File: config.mk
export PLATFORM = sky130hd
export DESIGN_NAME = adc_seq_ctrl
export DESIGN_NICKNAME = d
export VERILOG_FILES = /design/src/rtl/adc_seq_pkg.sv /design/src/rtl/adc_seq_fsm.sv /design/src/rtl/adc_seq_capture.sv /design/src/rtl/adc_seq_ctrl.sv
export SDC_FILE = /design/constraint.sdc
export NUM_CORES = 1
export LEC_CHECK = 0
export ABC_AREA = 1
export BUFFER_PORTS_ARGS = -buffer_cell sky130_fd_sc_hd__buf_2
export CAP_MARGIN = 40
export CORE_UTILIZATION = 50
export CTS_CLUSTER_SIZE = 30
export DETAILED_ROUTE_END_ITERATION = 6
export GPL_TIMING_DRIVEN = 0
export PLACE_DENSITY = 0.8
export REMOVE_ABC_BUFFERS = 1
export SLEW_MARGIN = 20
export SYNTH_ARGS = -nofsm -noshare
export SYNTH_HDL_FRONTEND = slang
export SYNTH_SLANG_ARGS = --single-unit
File: constraint.sdc
create_clock -name clk -period 4 [get_ports clk]
set_input_delay 0.4 -clock clk [delete_from_list [all_inputs] [get_ports clk]]
set_output_delay 0.4 -clock clk [all_outputs]
set_load 0.02 [all_outputs]
File: src/rtl/adc_seq_pkg.sv
package adc_seq_pkg;

    localparam int RES_BITS = 10;
    localparam int SUB_BITS = 2;
    localparam int FRAME_BITS = RES_BITS + SUB_BITS;

    typedef enum logic [3:0] {
        ST_IDLE,
        ST_PRE_HI,
        ST_PRE_LO,
        ST_ACQ,
        ST_CONV,
        ST_CLK_LO,
        ST_CLK_HI,
        ST_GAP,
        ST_DONE
    } seq_state_e;

    typedef struct packed {
        logic [RES_BITS-1:0] code;
        logic [SUB_BITS-1:0] sub;
    } frame_t;

    function automatic int imax(input int a, input int b);
        return (a > b) ? a : b;
    endfunction

endpackage

File: src/rtl/adc_seq_fsm.sv
module adc_seq_fsm
    import adc_seq_pkg::*;
#(
    parameter int T_PHASE     = 4,
    parameter int T_ACQ       = 150,
    parameter int T_CONV      = 380,
    parameter int T_SCLK_HALF = 7,
    parameter int T_GAP       = 16,
    parameter int READ_CLKS   = 16,
    parameter bit SPLIT_READ  = 1'b0,
    localparam int IDX_W      = $clog2(READ_CLKS)
) (
    input  logic             clk,
    input  logic             rst,
    input  logic             start_i,
    input  logic             alt_i,
    output logic             cnv_o,
    output logic             sclk_o,
    output logic             busy_o,
    output logic             done_o,
    output logic             alt_q_o,
    output logic             clear_o,
    output logic             sample_o,
    output logic             latch_o,
    output logic [IDX_W-1:0] bit_idx_o
);

    localparam int MAXT  = imax(imax(imax(T_PHASE, T_ACQ), imax(T_CONV, T_SCLK_HALF)), imax(T_GAP, 1));
    localparam int CNT_W = $clog2(MAXT + 1);
    localparam logic [IDX_W-1:0] LAST_IDX = IDX_W'(READ_CLKS - 1);
    localparam logic [IDX_W-1:0] MID_IDX  = IDX_W'(READ_CLKS / 2 - 1);

    seq_state_e       state, state_n;
    logic [CNT_W-1:0] cnt;
    logic [IDX_W-1:0] bit_q;
    logic             t_end;
    logic             accept;

    function automatic logic [CNT_W-1:0] phase_len(input seq_state_e s);
        case (s)
            ST_PRE_HI, ST_PRE_LO: return CNT_W'(T_PHASE - 1);
            ST_ACQ:               return CNT_W'(T_ACQ - 1);
            ST_CONV:              return CNT_W'(T_CONV - 1);
            ST_CLK_LO, ST_CLK_HI: return CNT_W'(T_SCLK_HALF - 1);
            ST_GAP:               return CNT_W'(T_GAP - 1);
            default:              return '0;
        endcase
    endfunction

    assign t_end  = (cnt == '0);
    assign accept = (state == ST_IDLE) && start_i;

    always_comb begin
        state_n = state;
        case (state)
            ST_IDLE:   if (start_i) state_n = alt_i ? ST_PRE_HI : ST_ACQ;
            ST_PRE_HI: if (t_end) state_n = ST_PRE_LO;
            ST_PRE_LO: if (t_end) state_n = ST_ACQ;
            ST_ACQ:    if (t_end) state_n = ST_CONV;
            ST_CONV:   if (t_end) state_n = ST_CLK_LO;
            ST_CLK_LO: if (t_end) state_n = ST_CLK_HI;
            ST_CLK_HI: begin
                if (t_end) begin
                    if (bit_q == LAST_IDX)
                        state_n = ST_DONE;
                    else if (SPLIT_READ && bit_q == MID_IDX)
                        state_n = ST_GAP;
                    else
                        state_n = ST_CLK_LO;
                end
            end
            ST_GAP:    if (t_end) state_n = ST_CLK_LO;
            ST_DONE:   state_n = ST_IDLE;
            default:   state_n = ST_IDLE;
        endcase
    end

    always_ff @(posedge clk) begin
        if (rst) begin
            state   <= ST_IDLE;
            cnt     <= '0;
            bit_q   <= '0;
            alt_q_o <= 1'b0;
            cnv_o   <= 1'b0;
            sclk_o  <= 1'b0;
            busy_o  <= 1'b0;
            done_o  <= 1'b0;
        end else begin
            state <= state_n;
            if (state_n != state)
                cnt <= phase_len(state_n);
            else if (!t_end)
                cnt <= cnt - 1'b1;
            if (state_n == ST_CONV)
                bit_q <= '0;
            else if (state == ST_CLK_HI && state_n != ST_CLK_HI)
                bit_q <= bit_q + 1'b1;
            if (accept)
                alt_q_o <= alt_i;
            cnv_o  <= (state_n == ST_PRE_HI) || (state_n == ST_ACQ);
            sclk_o <= (state_n == ST_CLK_HI);
            busy_o <= (state_n != ST_IDLE);
            done_o <= (state_n == ST_DONE);
        end
    end

    assign clear_o   = accept;
    assign sample_o  = (state == ST_CLK_LO) && (state_n == ST_CLK_HI);
    assign latch_o   = (state != ST_DONE) && (state_n == ST_DONE);
    assign bit_idx_o = bit_q;

endmodule

File: src/rtl/adc_seq_capture.sv
module adc_seq_capture
    import adc_seq_pkg::*;
#(
    parameter int EXT_W     = 16,
    parameter int READ_CLKS = 16,
    localparam int IDX_W    = $clog2(READ_CLKS)
) (
    input  logic                clk,
    input  logic                rst,
    input  logic                clear_i,
    input  logic                sample_i,
    input  logic                latch_i,
    input  logic                alt_i,
    input  logic [IDX_W-1:0]    bit_idx_i,
    input  logic                sdo_i,
    output logic [RES_BITS-1:0] data_o,
    output logic [SUB_BITS-1:0] sub_o,
    output logic [EXT_W-1:0]    data_ext_o
);

    localparam int PAD_W = EXT_W - RES_BITS;

    logic [FRAME_BITS-1:0] shift_q;
    frame_t                frame;
    logic [EXT_W-1:0]      ext_n;

    assign frame = frame_t'(shift_q);
    assign ext_n = alt_i ? {{PAD_W{frame.code[RES_BITS-1]}}, frame.code}
                         : {{PAD_W{1'b0}}, frame.code};

    always_ff @(posedge clk) begin
        if (rst) begin
            shift_q    <= '0;
            data_o     <= '0;
            sub_o      <= '0;
            data_ext_o <= '0;
        end else begin
            if (clear_i)
                shift_q <= '0;
            else if (sample_i && (32'(bit_idx_i) < FRAME_BITS))
                shift_q <= {shift_q[FRAME_BITS-2:0], sdo_i};
            if (latch_i) begin
                data_o     <= frame.code;
                sub_o      <= frame.sub;
                data_ext_o <= ext_n;
            end
        end
    end

endmodule

File: src/rtl/adc_seq_ctrl.sv
module adc_seq_ctrl
    import adc_seq_pkg::*;
#(
    parameter int T_PHASE     = 4,
    parameter int T_ACQ       = 150,
    parameter int T_CONV      = 380,
    parameter int T_SCLK_HALF = 7,
    parameter int T_GAP       = 16,
    parameter bit SPLIT_READ  = 1'b0,
    parameter int EXT_W       = 16
) (
    input  logic                clk,
    input  logic                rst,
    input  logic                start_i,
    input  logic                alt_i,
    input  logic                sdo_i,
    output logic                cnv_o,
    output logic                sclk_o,
    output logic                busy_o,
    output logic                done_o,
    output logic [RES_BITS-1:0] data_o,
    output logic [SUB_BITS-1:0] sub_o,
    output logic [EXT_W-1:0]    data_ext_o
);

    localparam int READ_CLKS = 16;
    localparam int IDX_W     = $clog2(READ_CLKS);

    logic             alt_q;
    logic             clear;
    logic             sample;
    logic             latch;
    logic [IDX_W-1:0] bit_idx;

    adc_seq_fsm #(
        .T_PHASE    (T_PHASE),
        .T_ACQ      (T_ACQ),
        .T_CONV     (T_CONV),
        .T_SCLK_HALF(T_SCLK_HALF),
        .T_GAP      (T_GAP),
        .READ_CLKS  (READ_CLKS),
        .SPLIT_READ (SPLIT_READ)
    ) u_fsm (
        .clk      (clk),
        .rst      (rst),
        .start_i  (start_i),
        .alt_i    (alt_i),
        .cnv_o    (cnv_o),
        .sclk_o   (sclk_o),
        .busy_o   (busy_o),
        .done_o   (done_o),
        .alt_q_o  (alt_q),
        .clear_o  (clear),
        .sample_o (sample),
        .latch_o  (latch),
        .bit_idx_o(bit_idx)
    );

    adc_seq_capture #(
        .EXT_W    (EXT_W),
        .READ_CLKS(READ_CLKS)
    ) u_cap (
        .clk       (clk),
        .rst       (rst),
        .clear_i   (clear),
        .sample_i  (sample),
        .latch_i   (latch),
        .alt_i     (alt_q),
        .bit_idx_i (bit_idx),
        .sdo_i     (sdo_i),
        .data_o    (data_o),
        .sub_o     (sub_o),
        .data_ext_o(data_ext_o)
    );

endmodule

==> summary.txt, run 1 <==
Clock network
  • Sinks on Clock Net: between 40 and 50
  • CTS clock-pin slew for the worst setup and hold paths: 0.09 ns
  • CTS root buf: sky130_fd_sc_hd__clkbuf_8
  • Clock tree from TritonCTS: yes
  • Number of clock buffers inserted by TritonCTS: 5
  • Resized cells post-CTS: 0
  • Buffers inserted during post-CTS setup optimization: 0
  • Post-CTS Hold Buffers: 0
  • Later-pin clock latency in the skew report: 0.29 ns
  • Buffers from clock root to sink, at most: 2
  • Clock H-tree levels: 2

Global routing
  • Total Routing Usage GR: 19.8%
  • Congestion Overflow GR: 0
  • Via count of the first global-routing pass: 1879
  • Wire length of the first global-routing pass: 8200 um
  • Largest net degree at the start of global routing: 25
  • Antenna violations before repair: 0

Worst setup path
  • Most Frequent Cell on Critical Path: sky130_fd_sc_hd__nand3_1
  • CP endpoint kind: flop
  • Cell chain of the critical path: inv_1 -> ha_1 -> nand3_1 -> nor2_2 -> nand3_1 -> inv_1 -> nor2_1 -> nand2_1 -> nand3_1 -> nand2_1 -> nand3_1 -> nand2_1 -> inv_1
  • Arr. time, crit path: 2.88 ns
  • Category of the worst setup path launch point: flop
  • Endpoint required time on the critical path: 4.19 ns
  • Worst path slowest cell: sky130_fd_sc_hd__inv_1
  • Crit Path Class: flop to flop
  • Crit path max fanout: 20
  • Worst reg2reg startpoint: u_fsm.cnt[0]
  • Largest stage delay, worst path: approximately 0.56 ns
  • Endpoint of the worst-slack reg-to-reg timing path: u_fsm.cnt[1]
  • Number of cells on the worst reg-to-reg path: 13
  • Register-to-register setup slack: between 1 and 1.5 ns

Synth
  • Yosys warnings: 0
  • Sequential-to-total area share from yosys stat: approximately two fifths
  • Yosys cell types: 32
  • Share of Yosys cell area claimed by the top area cell type: 38.4%
  • Async set or reset register ratio after synthesis: 0%
  • Count of flip-flops with a built-in enable after synthesis: 0
  • Most common library cells after synthesis: sky130_fd_sc_hd__nand2_1 (80), sky130_fd_sc_hd__nor2_1 (48), sky130_fd_sc_hd__dfxtp_1 (47)
  • Number of synthesized register bits: 47
  • Syn Std Cell Area: 2450 um^2
  • Syn_area_per_cell: 6.90 um^2
  • Most frequent cell after synthesis: sky130_fd_sc_hd__nand2_1
  • Top cell type by total area after synthesis: sky130_fd_sc_hd__dfxtp_1
  • Number of cells produced by synthesis: between 300 and 400
  • Dominant cells by area after synthesis: sky130_fd_sc_hd__dfxtp_1 (38%), sky130_fd_sc_hd__nand2_1 (12%), sky130_fd_sc_hd__nor2_1 (7.4%)
  • Synth Flop Type: sky130_fd_sc_hd__dfxtp_1

Drt
  • Per-cell routed wire length: approximately 11 um
  • Number of vias in the routed layout: 2165
  • Mean number of vias per cell: between 4 and 5
  • First-pass iteration count of the detailed router: 4
  • Count of antenna-violating nets left after detailed routing: 0
  • Final WL: 4860 um
  • Number of design-rule violations left by the first detailed-router iteration: 98
  • Remaining DRCs: 0

Floorplan
  • Starting density of the core: 51.9%
  • Width of the die: around 70 um
  • Die area: between 5000 and 6000 um^2
  • Height of the chip: 72.0 um
  • Placeable core region: between 4000 and 5000 um^2
  • Num ports: 37
  • Cell Rows: 25

Pwr
  • Total power divided by cell area: 730 nW/um^2
  • Max VDD drop: 0.299 mV
  • Static leakage: 0.00127 uW

Cells and area
  • Area growth syn-to-layout: 8.68%
  • Area of all placed cells without fillers: around 2700 um^2
  • Diode insertion count for antenna repair: 0
  • Final #Nets: around 380
  • Fraction of final layout cells with drive strength greater than 1: between 10% and 20%

Placed design
  • Placer's final routability congestion estimate: 0.954
  • Dpl hpwl: 3600 um
  • Number of buffers inserted by port buffering: 36
  • Placed instance area: approximately 2600 um^2

STA
  • Slew at the pin with the worst max-slew slack: roughly 0.53 ns
  • Share of the clock period used by the worst path: 67.2%
  • Number of endpoints failing setup at the final stage: 0
  • Hold Fails Final Rpt: 0
  • Max Freq: 372 MHz
  • Worst clock skew: 0.00885 ns
  • RSZ-0062 raised after global routing: no
  • Shortest period the worst path allows: between 2 and 3 ns
  • Summed negative setup slack over all endpoints: 0 ns
  • Normalized max-slew margin: 64.1%
  • Final Max Slew Viols: 0

Outcome
  • Run status: completed

Hold path
  • Min-Delay Startpoint: sdo_i
  • Hold Path End: u_cap.frame[0]
  • Worst hold path cell count: 3
  • Worst hold path type: primary input to flop

Job
  • Max-capacitance violation count: 0
[where the power goes]
part	total [uW]	internal, uW	leakage, uW	switching, uW
registers	575	529	0.000381	45.7
logic	1030	334	0.000837	695
clock network	340	183	0.0000502	157
total	1940	1050	0.00127	898
[cells by family after synthesis]
logic type | count (synthesis) | share of synthesized area, %
buffers and inverters | 67 | 13.1
and+or+nand+nor | 180 | 33.3
xor gates and xnor gates | 5 | 1.79
adders and majority gates | 3 | 1.53
AOI/OAI and AO/OA | 53 | 11.9
DFF | 47 | 38.4
[metal layers]
metal | vias up | part of all wire, % | global-route usage (%) | wire length, um
met2 | 52 | 46 | 33.2 | 2240
li1 | 1143 | - | - | -
met4 | 0 | 0.49 | 5.01 | 24
met5 | - | 0 | 0 | 0
met3 | 2 | 5.1 | 3.19 | 246
met1 | 968 | 48 | 26.7 | 2350
[metrics by stage]
step	power [uW]	utilization, %	hold WS, ns	worst slack [ns]	std cells
after global routing	2120	56.4	0.385	0.955	441
final	1940	56.4	0.391	1.31	441
after global placement	1580	54.1	0.458	1.38	434
after CTS	1940	56.4	0.383	1.32	441
after floorplan	1400	-	0.432	1.96	331
after detailed placement	1600	54.1	0.464	1.34	434
[registers in the layout (all words and copies together) (netlist names)]
name / count
u_fsm.alt_q_o: 1
u_fsm.cnt: 9
u_cap.frame: 12
u_fsm.cnv_o: 1
u_fsm.sclk_o: 1
u_cap.data_ext_o: 11
u_fsm.busy_o: 1
u_fsm.done_o: 1
u_cap.sub_o: 2
u_fsm.bit_idx_o: 4
u_fsm.state: 4
[worst max-delay path, delay by kind of cell, from the launching register on]
family / cells / cell delay, ns
fa+ha+maj: 1 / 0.20
flops: 1 / 0.34
simple gates: 9 / 1.32
buf+inv: 3 / 0.72
[how the worst max path moves through the flow]
stage,from,depth (start not counted),endpoint
2_1_floorplan,u_fsm.cnt[0],11,u_cap.frame[2]
3_3_place_gp,u_fsm.cnt[0],13,u_fsm.cnt[1]
3_5_place_dp,u_fsm.cnt[0],13,u_fsm.cnt[1]
4_1_cts,u_fsm.cnt[0],13,u_fsm.cnt[1]
5_1_grt,u_fsm.cnt[0],13,u_fsm.cnt[1]
6_report,u_fsm.cnt[0],13,u_fsm.cnt[1]
[cell type report]
type                    count  area (um^2)
fillers                   451         2060
clock inverters             2         37.5
clock buffers               5         68.8
multi-input cells         241         1190
repair buffers             36          180
well taps                  67         83.8
inverters                  43          163
flip-flops and latches     47          941
[layout by cell type, fill, tap and decap left out, types with 2 or more instances in the layout]
cell | Yosys | routed
sky130_fd_sc_hd__nand2_1 | 80 | 80
sky130_fd_sc_hd__nor2_1 | 48 | 48
sky130_fd_sc_hd__dfxtp_1 | 47 | 47
sky130_fd_sc_hd__inv_1 | 37 | 37
sky130_fd_sc_hd__buf_2 | 3 | 36
sky130_fd_sc_hd__a21oi_1 | 28 | 28
sky130_fd_sc_hd__nand3_1 | 19 | 19
sky130_fd_sc_hd__o21ai_0 | 13 | 13
sky130_fd_sc_hd__a211oi_1 | 8 | 8
sky130_fd_sc_hd__nand2_2 | 7 | 7
sky130_fd_sc_hd__nor2_2 | 5 | 5
sky130_fd_sc_hd__xor2_1 | 5 | 5
sky130_fd_sc_hd__clkbuf_8 | 0 | 5
sky130_fd_sc_hd__inv_2 | 4 | 4
sky130_fd_sc_hd__nor3_1 | 4 | 4
sky130_fd_sc_hd__or2_2 | 4 | 4
sky130_fd_sc_hd__ha_1 | 3 | 3
sky130_fd_sc_hd__nor2_4 | 2 | 2
sky130_fd_sc_hd__nand2_4 | 2 | 2
sky130_fd_sc_hd__o21ai_1 | 2 | 2
sky130_fd_sc_hd__or2_1 | 2 | 2
sky130_fd_sc_hd__nand3b_1 | 2 | 2
sky130_fd_sc_hd__nand4_1 | 2 | 2
Note: power is estimated with default switching activity, not from simulation.
==> inputs of run 2 (changes only) <==
==> constraint.sdc (replaced) <==
create_clock -name clk -period 2.6 [get_ports clk]
set_input_delay 0.26 -clock clk [delete_from_list [all_inputs] [get_ports clk]]
set_output_delay 0.26 -clock clk [all_outputs]
set_load 0.02 [all_outputs]
==> run 2 against run 1 <==
  * Clock skew rose by 0.0019 ns
  * Final cell count rose by 0.68%
  * Sequential share of layout area fell by 0.70 points
  * Non-clock buffer count rose by 2
  * Cell area rose by 2.0%
  * Largest power group unchanged
==> summary.txt, run 2 (synthesis gave the netlist of run 1 again) <==
Outcome
  • Run status: completed

Clock network
  • Buffers from clock root to sink, at most: 2 (unchanged)
  • CTS root buf: sky130_fd_sc_hd__clkbuf_8
  • Later-pin clock latency in the skew report: 0.29 ns (about the same)
  • Clock tree from TritonCTS: yes
  • Number of clock buffers inserted by TritonCTS: 5 (unchanged)
  • CTS clock-pin slew for the worst setup and hold paths: 0.09 ns (about the same)
  • Post-CTS Hold Buffers: 0 (unchanged)
  • Sinks on Clock Net: 47 (unchanged)
  • Clock H-tree levels: 2 (unchanged)

Floorplan
  • Die area: 5180 um^2 (unchanged)
  • Cell Rows: 25 (unchanged)
  • Placeable core region: 4720 um^2 (unchanged)
  • Starting density of the core: 51.9% (unchanged)
  • Height of the chip: 72.0 um (unchanged)
  • Num ports: 37 (unchanged)
  • Width of the die: 72.0 um (unchanged)

Drt
  • Per-cell routed wire length: 11.5 um (+4.8%)
  • Number of design-rule violations left by the first detailed-router iteration: 102 (+4.1%)
  • Count of antenna-violating nets left after detailed routing: 0 (unchanged)
  • Mean number of vias per cell: 5.03 (+2.4%)
  • Final WL: 5130 um (+5.5%)
  • Remaining DRCs: 0 (unchanged)
  • First-pass iteration count of the detailed router: 4 (unchanged)
  • Number of vias in the routed layout: 2232 (+3.1%)

Placed design
  • Placed instance area: 2560 um^2 (unchanged)
  • Placed cells: 434 (unchanged)
  • Dpl hpwl: 3600 um (unchanged)
  • Placer's final routability congestion estimate: 0.954 (unchanged)
  • Number of buffers inserted by port buffering: 36 (unchanged)

Hold path
  • Worst hold path cell count: 3 (unchanged)
  • Min-Delay Startpoint: sdo_i
  • Hold Path End: u_cap.frame[0]
  • Worst hold path type: primary input to flop

Cells and area
  • Area growth syn-to-layout: 10.9%
  • Leading cell type in the layout, fill and taps excluded: sky130_fd_sc_hd__nand2_1
  • Diode insertion count for antenna repair: 0 (unchanged)
  • Fraction of final layout cells with drive strength greater than 1: 20.4% (+1.4 points)
  • Register area: 941 um^2 (unchanged)
  • Flip-flop count of the largest register, all copies and words added: 12 (unchanged)
  • Multi-input logic area: 1220 um^2 (+2.9%)
  • Final #Nets: 385 (+0.79%)
  • Filler instances: 435 (-3.5%)
  • Commonest non-fill, non-tap cells in the layout: sky130_fd_sc_hd__nand2_1 (80), sky130_fd_sc_hd__nor2_1 (48), sky130_fd_sc_hd__dfxtp_1 (47), sky130_fd_sc_hd__inv_1 (36), sky130_fd_sc_hd__buf_2 (36)
  • Finished Core Util: 57.5% (+1.1 points)
  • Final cell count without fillers: 444 (+0.68%)
  • Area of all placed cells without fillers: 2720 um^2 (+2.0%)

Pwr
  • Static leakage: 0.00128 uW (+1.3%)
  • Sequential group share of total power: 29.1% (-0.5 points)
  • Switching Share: 46.6% (+0.44 points)
  • Total power divided by cell area: 1120 nW/um^2 (+54%)
  • Sw power: 1420 uW (+58%)
  • Max VDD drop: 0.475 mV (+59%)
  • Internal power: 1630 uW (+56%)
  • Power share of the clock group: 17.2% (-0.3 points)
  • Proportion of power drawn by combinational gates: 53.7% (+0.8 points)

STA
  • Normalized max-slew margin: 66.8% (+2.7 points)
  • Slew at the pin with the worst max-slew slack: 0.493 ns (-0.0404 ns)
  • Hold Fails Final Rpt: 0 (unchanged)
  • Number of endpoints failing setup at the final stage: 0 (unchanged)
  • Max Freq: 422 MHz (+13%)
  • Summed negative setup slack over all endpoints: 0 ns (unchanged)
  • RSZ-0062 raised after global routing: no
  • Shortest period the worst path allows: 2.37 ns (-0.317 ns)
  • Share of the clock period used by the worst path: 91.2% (+24 points)
  • Worst clock skew: 0.0108 ns (+0.00192 ns)
  • Final Max Slew Viols: 0 (unchanged)

Worst setup path
  • CP endpoint kind: flop
  • Crit Path Class: flop to flop
  • Endpoint of the worst-slack reg-to-reg timing path: u_fsm.cnt[0]
  • Endpoint required time on the critical path: 2.83 ns (-1.36 ns)
  • Worst reg2reg startpoint: u_fsm.cnt[0]
  • Crit path max fanout: 6 (-70%)
  • Number of cells on the worst reg-to-reg path: 14 (+1)
  • Category of the worst setup path launch point: flop
  • Arr. time, crit path: 2.60 ns (-0.28 ns)
  • Register-to-register setup slack: 0.23 ns (-1.08 ns)

Global routing
  • Congestion Overflow GR: 0 (unchanged)
  • Via count of the first global-routing pass: 1879 (unchanged)
  • Global-route layer with the greatest usage: met2
  • Met1 Resource Use GR: 26.7% (unchanged)
  • Largest net degree at the start of global routing: 25 (unchanged)
  • Wire length of the first global-routing pass: 8200 um (unchanged)
  • Met2 routing resource usage after global routing: 33.2% (unchanged)
  • Antenna violations before repair: 0 (unchanged)
  • Met3 track utilization from global routing: 3.19% (unchanged)
  • Total Routing Usage GR: 19.8% (unchanged)

Job
  • Max-capacitance violation count: 0 (unchanged)
==> run 2: routing by layer <==
metal / wire, um / vias up
met3: 229 / 2
li1: - / 1156
met5: 0 / -
met2: 2430 / 58
met4: 24 / 0
met1: 2440 / 1016
==> run 2: layout make-up <==
cell class                 count  area share (%)
timing repair buffer          38            7.19
multi-input combinational    242            45.0
sequential                    47            34.6
tap                           67            3.09
inverter                      43            6.13
clock inverter                 2            1.38
clock buffer                   5            2.53
==> run 2: power by group through the flow <==
stage	Combinational [uW]	Clock, uW	Sequential (uW)
4_1_cts	1560	533	885
3_3_place_gp	1530	0	899
2_1_floorplan	1240	0	906
5_1_grt	1860	563	899
3_5_place_dp	1550	0	902
6_report	1640	525	887
==> run 2: timing repair <==
action / 4_1_cts / 5_1_grt
setup endpoints to repair: 2 / 15
setup buffers: 0 / 2
hold endpoints to repair: 0 / 0
pin swaps: 0 / 1
gates resized for setup: 1 / 4
cloned: 0 / 1
==> run 2: worst max-delay path by stage <==
stage / slack, ns / from / end / cells past startpoint
3_5_place_dp: -0.06 / u_fsm.cnt[0] / u_fsm.cnt[1] / 13
2_1_floorplan: 0.56 / u_fsm.cnt[0] / u_cap.frame[2] / 11
4_1_cts: 0.06 / u_fsm.cnt[0] / u_fsm.cnt[1] / 13
3_3_place_gp: -0.02 / u_fsm.cnt[0] / u_fsm.cnt[1] / 13
6_report: 0.23 / u_fsm.cnt[0] / u_fsm.cnt[0] / 14
5_1_grt: 0.04 / u_fsm.cnt[0] / u_fsm.bit_idx_o[3] / 14
==> run 2: worst max-delay path: stages, from the launching register on <==
cell                       delay [ns]
sky130_fd_sc_hd__dfxtp_1         0.38
sky130_fd_sc_hd__inv_1           0.10
sky130_fd_sc_hd__ha_1            0.23
sky130_fd_sc_hd__nand2_1         0.08
sky130_fd_sc_hd__nor2_2          0.05
sky130_fd_sc_hd__nand2_2         0.12
sky130_fd_sc_hd__nand2_1         0.08
sky130_fd_sc_hd__nand3_2         0.14
sky130_fd_sc_hd__nand3b_1        0.29
sky130_fd_sc_hd__buf_4           0.24
sky130_fd_sc_hd__nor2_1          0.19
sky130_fd_sc_hd__o21ai_0         0.14
sky130_fd_sc_hd__nand2_1         0.10
sky130_fd_sc_hd__nand2_1         0.06
sky130_fd_sc_hd__a21oi_1         0.11
==> run 2: stage by stage <==
stage	worst slack (ns)	hold slack, ns	power, uW
final	0.228	0.251	3050
after detailed placement	-0.0561	0.464	2460
after floorplan	0.562	0.329	2150
after global placement	-0.0243	0.458	2430
after CTS	0.0620	0.243	2980
after global routing	0.0431	0.245	3320
==> inputs of run 3 (changes only) <==
--- a/config.mk
+++ b/config.mk
@@ -5,14 +5,15 @@
 export SDC_FILE = /design/constraint.sdc
 export NUM_CORES = 1
 export LEC_CHECK = 0
-export ABC_AREA = 1
 export BUFFER_PORTS_ARGS = -buffer_cell sky130_fd_sc_hd__buf_2
 export CAP_MARGIN = 40
-export CORE_UTILIZATION = 50
+export CELL_PAD_IN_SITES_DETAIL_PLACEMENT = 1
+export CELL_PAD_IN_SITES_GLOBAL_PLACEMENT = 1
+export CORE_UTILIZATION = 43
 export CTS_CLUSTER_SIZE = 30
 export DETAILED_ROUTE_END_ITERATION = 6
 export GPL_TIMING_DRIVEN = 0
-export PLACE_DENSITY = 0.8
+export PLACE_DENSITY = 0.88
 export REMOVE_ABC_BUFFERS = 1
 export SLEW_MARGIN = 20
 export SYNTH_ARGS = -nofsm -noshare
==> run 3 against run 2 <==
  * The flow now finishes with violations (setup timing)
  * Critical path depth shrank 6
  * Combinational power up 57%
  * Wire length is 100% higher
  * Final cell count is 8.6% lower
  * Clock skew is 0.00058 ns higher
  * Power is 36% higher
  * Global-route usage increased by 6.4 points
  * Die area up 23%
  * Setup slack got worse by 0.38 ns
  * Sequential power is 8.6% higher
==> summary.txt, run 3 <==
Worst setup path
  • Crit path max fanout: 4 (-2)
  • Crit Path Class: flop to flop
  • CP endpoint kind: flop
  • Register-to-register setup slack: -0.15 ns (-0.38 ns)
  • Arr. time, crit path: 2.96 ns (+0.36 ns)
  • Category of the worst setup path launch point: flop
  • Endpoint required time on the critical path: 2.81 ns (-0.02 ns)
  • Number of cells on the worst reg-to-reg path: 8 (-6)

Synth
  • Count of flip-flops with a built-in enable after synthesis: 0 (unchanged)
  • Yosys cell types: 64 (+100%)
  • Syn Std Cell Area: 2600 um^2 (+6.2%)
  • Synth Flop Type: sky130_fd_sc_hd__dfxtp_1
  • Top cell type by total area after synthesis: sky130_fd_sc_hd__dfxtp_1
  • Share of Yosys cell area claimed by the top area cell type: 36.2% (-2.2 points)
  • Number of cells produced by synthesis: 299 (-16%)
  • Dominant cells by area after synthesis: sky130_fd_sc_hd__dfxtp_1 (36%), sky130_fd_sc_hd__a21oi_1 (5.8%), sky130_fd_sc_hd__nand2_1 (5.3%)
  • Syn_area_per_cell: 8.70 um^2 (+26%)
  • Async set or reset register ratio after synthesis: 0% (unchanged)
  • Sequential-to-total area share from yosys stat: 36.2% (-2.2 points)
  • Yosys warnings: 0 (unchanged)
  • Most frequent cell after synthesis: sky130_fd_sc_hd__dfxtp_1
  • Number of synthesized register bits: 47 (unchanged)
  • Most common library cells after synthesis: sky130_fd_sc_hd__dfxtp_1 (47), sky130_fd_sc_hd__nand2_1 (37), sky130_fd_sc_hd__a21oi_1 (30)

Drt
  • Mean number of vias per cell: 6.48 (+29%)
  • Final WL: 10400 um (+100%)
  • Per-cell routed wire length: 25.7 um (+120%)
  • Number of design-rule violations left by the first detailed-router iteration: 287 (+180%)
  • Remaining DRCs: 0 (unchanged)
  • First-pass iteration count of the detailed router: 5 (+1)
  • Number of vias in the routed layout: 2629 (+18%)
  • Count of antenna-violating nets left after detailed routing: 0 (unchanged)

Clock network
  • Buffers from clock root to sink, at most: 2 (unchanged)
  • CTS clock-pin slew for the worst setup and hold paths: 0.10 ns (about the same)
  • Clock tree from TritonCTS: yes
  • Clock H-tree levels: 2 (unchanged)
  • Post-CTS Hold Buffers: 0 (unchanged)
  • Sinks on Clock Net: 47 (unchanged)
  • Number of clock buffers inserted by TritonCTS: 5 (unchanged)
  • CTS root buf: sky130_fd_sc_hd__clkbuf_8
  • Later-pin clock latency in the skew report: 0.33 ns (+0.04 ns)

Pwr
  • Static leakage: 0.00124 uW (-3.4%)
  • Total power divided by cell area: 1270 nW/um^2 (+13%)
  • Max VDD drop: 0.662 mV (+39%)
  • Final Power: 4150 uW (+36%)

Global routing
  • Congestion Overflow GR: 0 (unchanged)
  • Antenna violations before repair: 0 (unchanged)
  • Total Routing Usage GR: 26.2% (+6.4 points)
  • Via count of the first global-routing pass: 2336 (+24%)
  • Largest net degree at the start of global routing: 29 (+16%)
  • Wire length of the first global-routing pass: 12600 um (+54%)

Outcome
  • Violations in the final reports: setup timing
  • Run status: complete, but fails checks

STA
  • Worst clock skew: 0.0114 ns (+0.000578 ns)
  • Share of the clock period used by the worst path: 106% (+15 points)
  • Tightest hold margin: 0.246 ns (-0.00501 ns)
  • Crit path setup slack, layout: -0.150 ns (-0.379 ns)
  • Normalized max-slew margin: 49.5% (-17 points)
  • RSZ-0062 raised after global routing: yes
  • Hold Fails Final Rpt: 0 (unchanged)
  • Final Max Slew Viols: 0 (unchanged)
  • Shortest period the worst path allows: 2.75 ns (+0.379 ns)
  • Slew at the pin with the worst max-slew slack: 0.755 ns (+0.262 ns)
  • Max Freq: 364 MHz (-14%)
  • Number of endpoints failing setup at the final stage: 7 (+7)

Cells and area
  • Filler instances: 658 (+51%)
  • Final cell count without fillers: 406 (-8.6%)
  • Area growth syn-to-layout: 25.3%
  • Leading cell type in the layout, fill and taps excluded: sky130_fd_sc_hd__dfxtp_1
  • Diode insertion count for antenna repair: 0 (unchanged)
  • Final #Nets: 341 (-11%)
  • Fraction of final layout cells with drive strength greater than 1: 36.5% (+16 points)
  • Commonest non-fill, non-tap cells in the layout: sky130_fd_sc_hd__dfxtp_1 (43), sky130_fd_sc_hd__nand2_1 (36), sky130_fd_sc_hd__buf_2 (36), sky130_fd_sc_hd__a21oi_1 (29), sky130_fd_sc_hd__buf_4 (22)
  • Flip-flop count of the largest register, all copies and words added: 12 (unchanged)

Placed design
  • Worst slack after detailed placement: -0.550 ns (-0.494 ns)
  • Placed cells: 372 (-14%)
  • Dpl hpwl: 4640 um (+29%)
  • Number of buffers inserted by port buffering: 36 (unchanged)
  • Placer's final routability congestion estimate: 0.848 (-11%)

Hold path
  • Worst hold path type: primary input to flop
  • Worst hold path cell count: 3 (unchanged)

Floorplan
  • Height of the chip: 79.8 um (+11%)
  • Width of the die: 79.8 um (+11%)
  • Die area: 6360 um^2 (+23%)
  • Cell Rows: 27 (+8.0%)
  • Starting density of the core: 45.8% (-6.0 points)
  • Placeable core region: 5680 um^2 (+20%)
  • Num ports: 37 (unchanged)

Job
  • Max-capacitance violation count: 0 (unchanged)
-- run 3: repair_timing --
action                                  4_1_cts  5_1_grt
pin swaps                                     4        8
buffers inserted                              9       15
endpoints found under the setup margin       23       22
gates cloned                                  0        2
resized for setup                             9       36
-- run 3: logic make-up after synthesis --
family,count (synthesis),share of synthesized area [%]
fa+ha+maj,3,1.44
simple gates,109,23.1
xor+xnor,11,3.70
mux,4,1.59
compound gates,82,24.5
buf+inv,43,9.48
flops,47,36.2
-- run 3: final cells by class --
type / count / area (um^2) / area share (%)
Sequential cell: 47 / 946 / 29.0
Clock buffer: 6 / 82.6 / 2.53
Timing Repair Buffer: 61 / 397 / 12.2
Multi-Input combinational cell: 211 / 1680 / 51.5
Clock inverter: 2 / 38.8 / 1.19
Tap cell: 72 / 90.1 / 2.76
Inverter: 7 / 26.3 / 0.806
-- run 3: final timing paths --
check | start | to
hold reg to reg | u_cap.data_ext_o[9] | u_cap.data_ext_o[9]
setup / recovery | u_fsm.cnt[0] | u_fsm.cnt[5]
hold / removal | sdo_i | u_cap.frame[0]
setup reg to reg | u_fsm.cnt[0] | u_fsm.cnt[5]
-- run 3: metrics by stage --
step	utilization, %	instance area [um^2]	setup TNS, ns
final	57.4	3260	-0.356
after global routing	57.4	3260	-1.68
after detailed placement	46.9	2660	-6.21
after CTS	51.2	2910	0
after global placement	46.7	2650	-7.99
after floorplan	-	2380	0
-- run 3: layer usage --
layer,wire length [um],GRT usage (%),vias to the layer above,part of all wire (%)
li1,-,-,1144,-
met1,4120,33.5,1287,40
met2,5010,42.5,167,48
met3,915,5.71,31,8.8
met4,371,11.1,0,3.6
met5,0,0,-,0
-- run 3: critical path: stages (launching register included) --
cell and delay, ns:
sky130_fd_sc_hd__dfxtp_2 0.35, sky130_fd_sc_hd__inv_1 0.08, sky130_fd_sc_hd__ha_2 0.19, sky130_fd_sc_hd__or4b_4 0.56, sky130_fd_sc_hd__o221ai_4 0.29, sky130_fd_sc_hd__o211ai_4 0.18, sky130_fd_sc_hd__nor3_4 0.40, sky130_fd_sc_hd__o21bai_4 0.16
sky130_fd_sc_hd__a2111oi_4 0.42
-- run 3: where the power goes --
group | internal [uW] | switching (uW) | leakage (uW)
registers | 811 | 152 | 0.000382
clock network | 317 | 292 | 0.0000618
logic | 1010 | 1580 | 0.000797
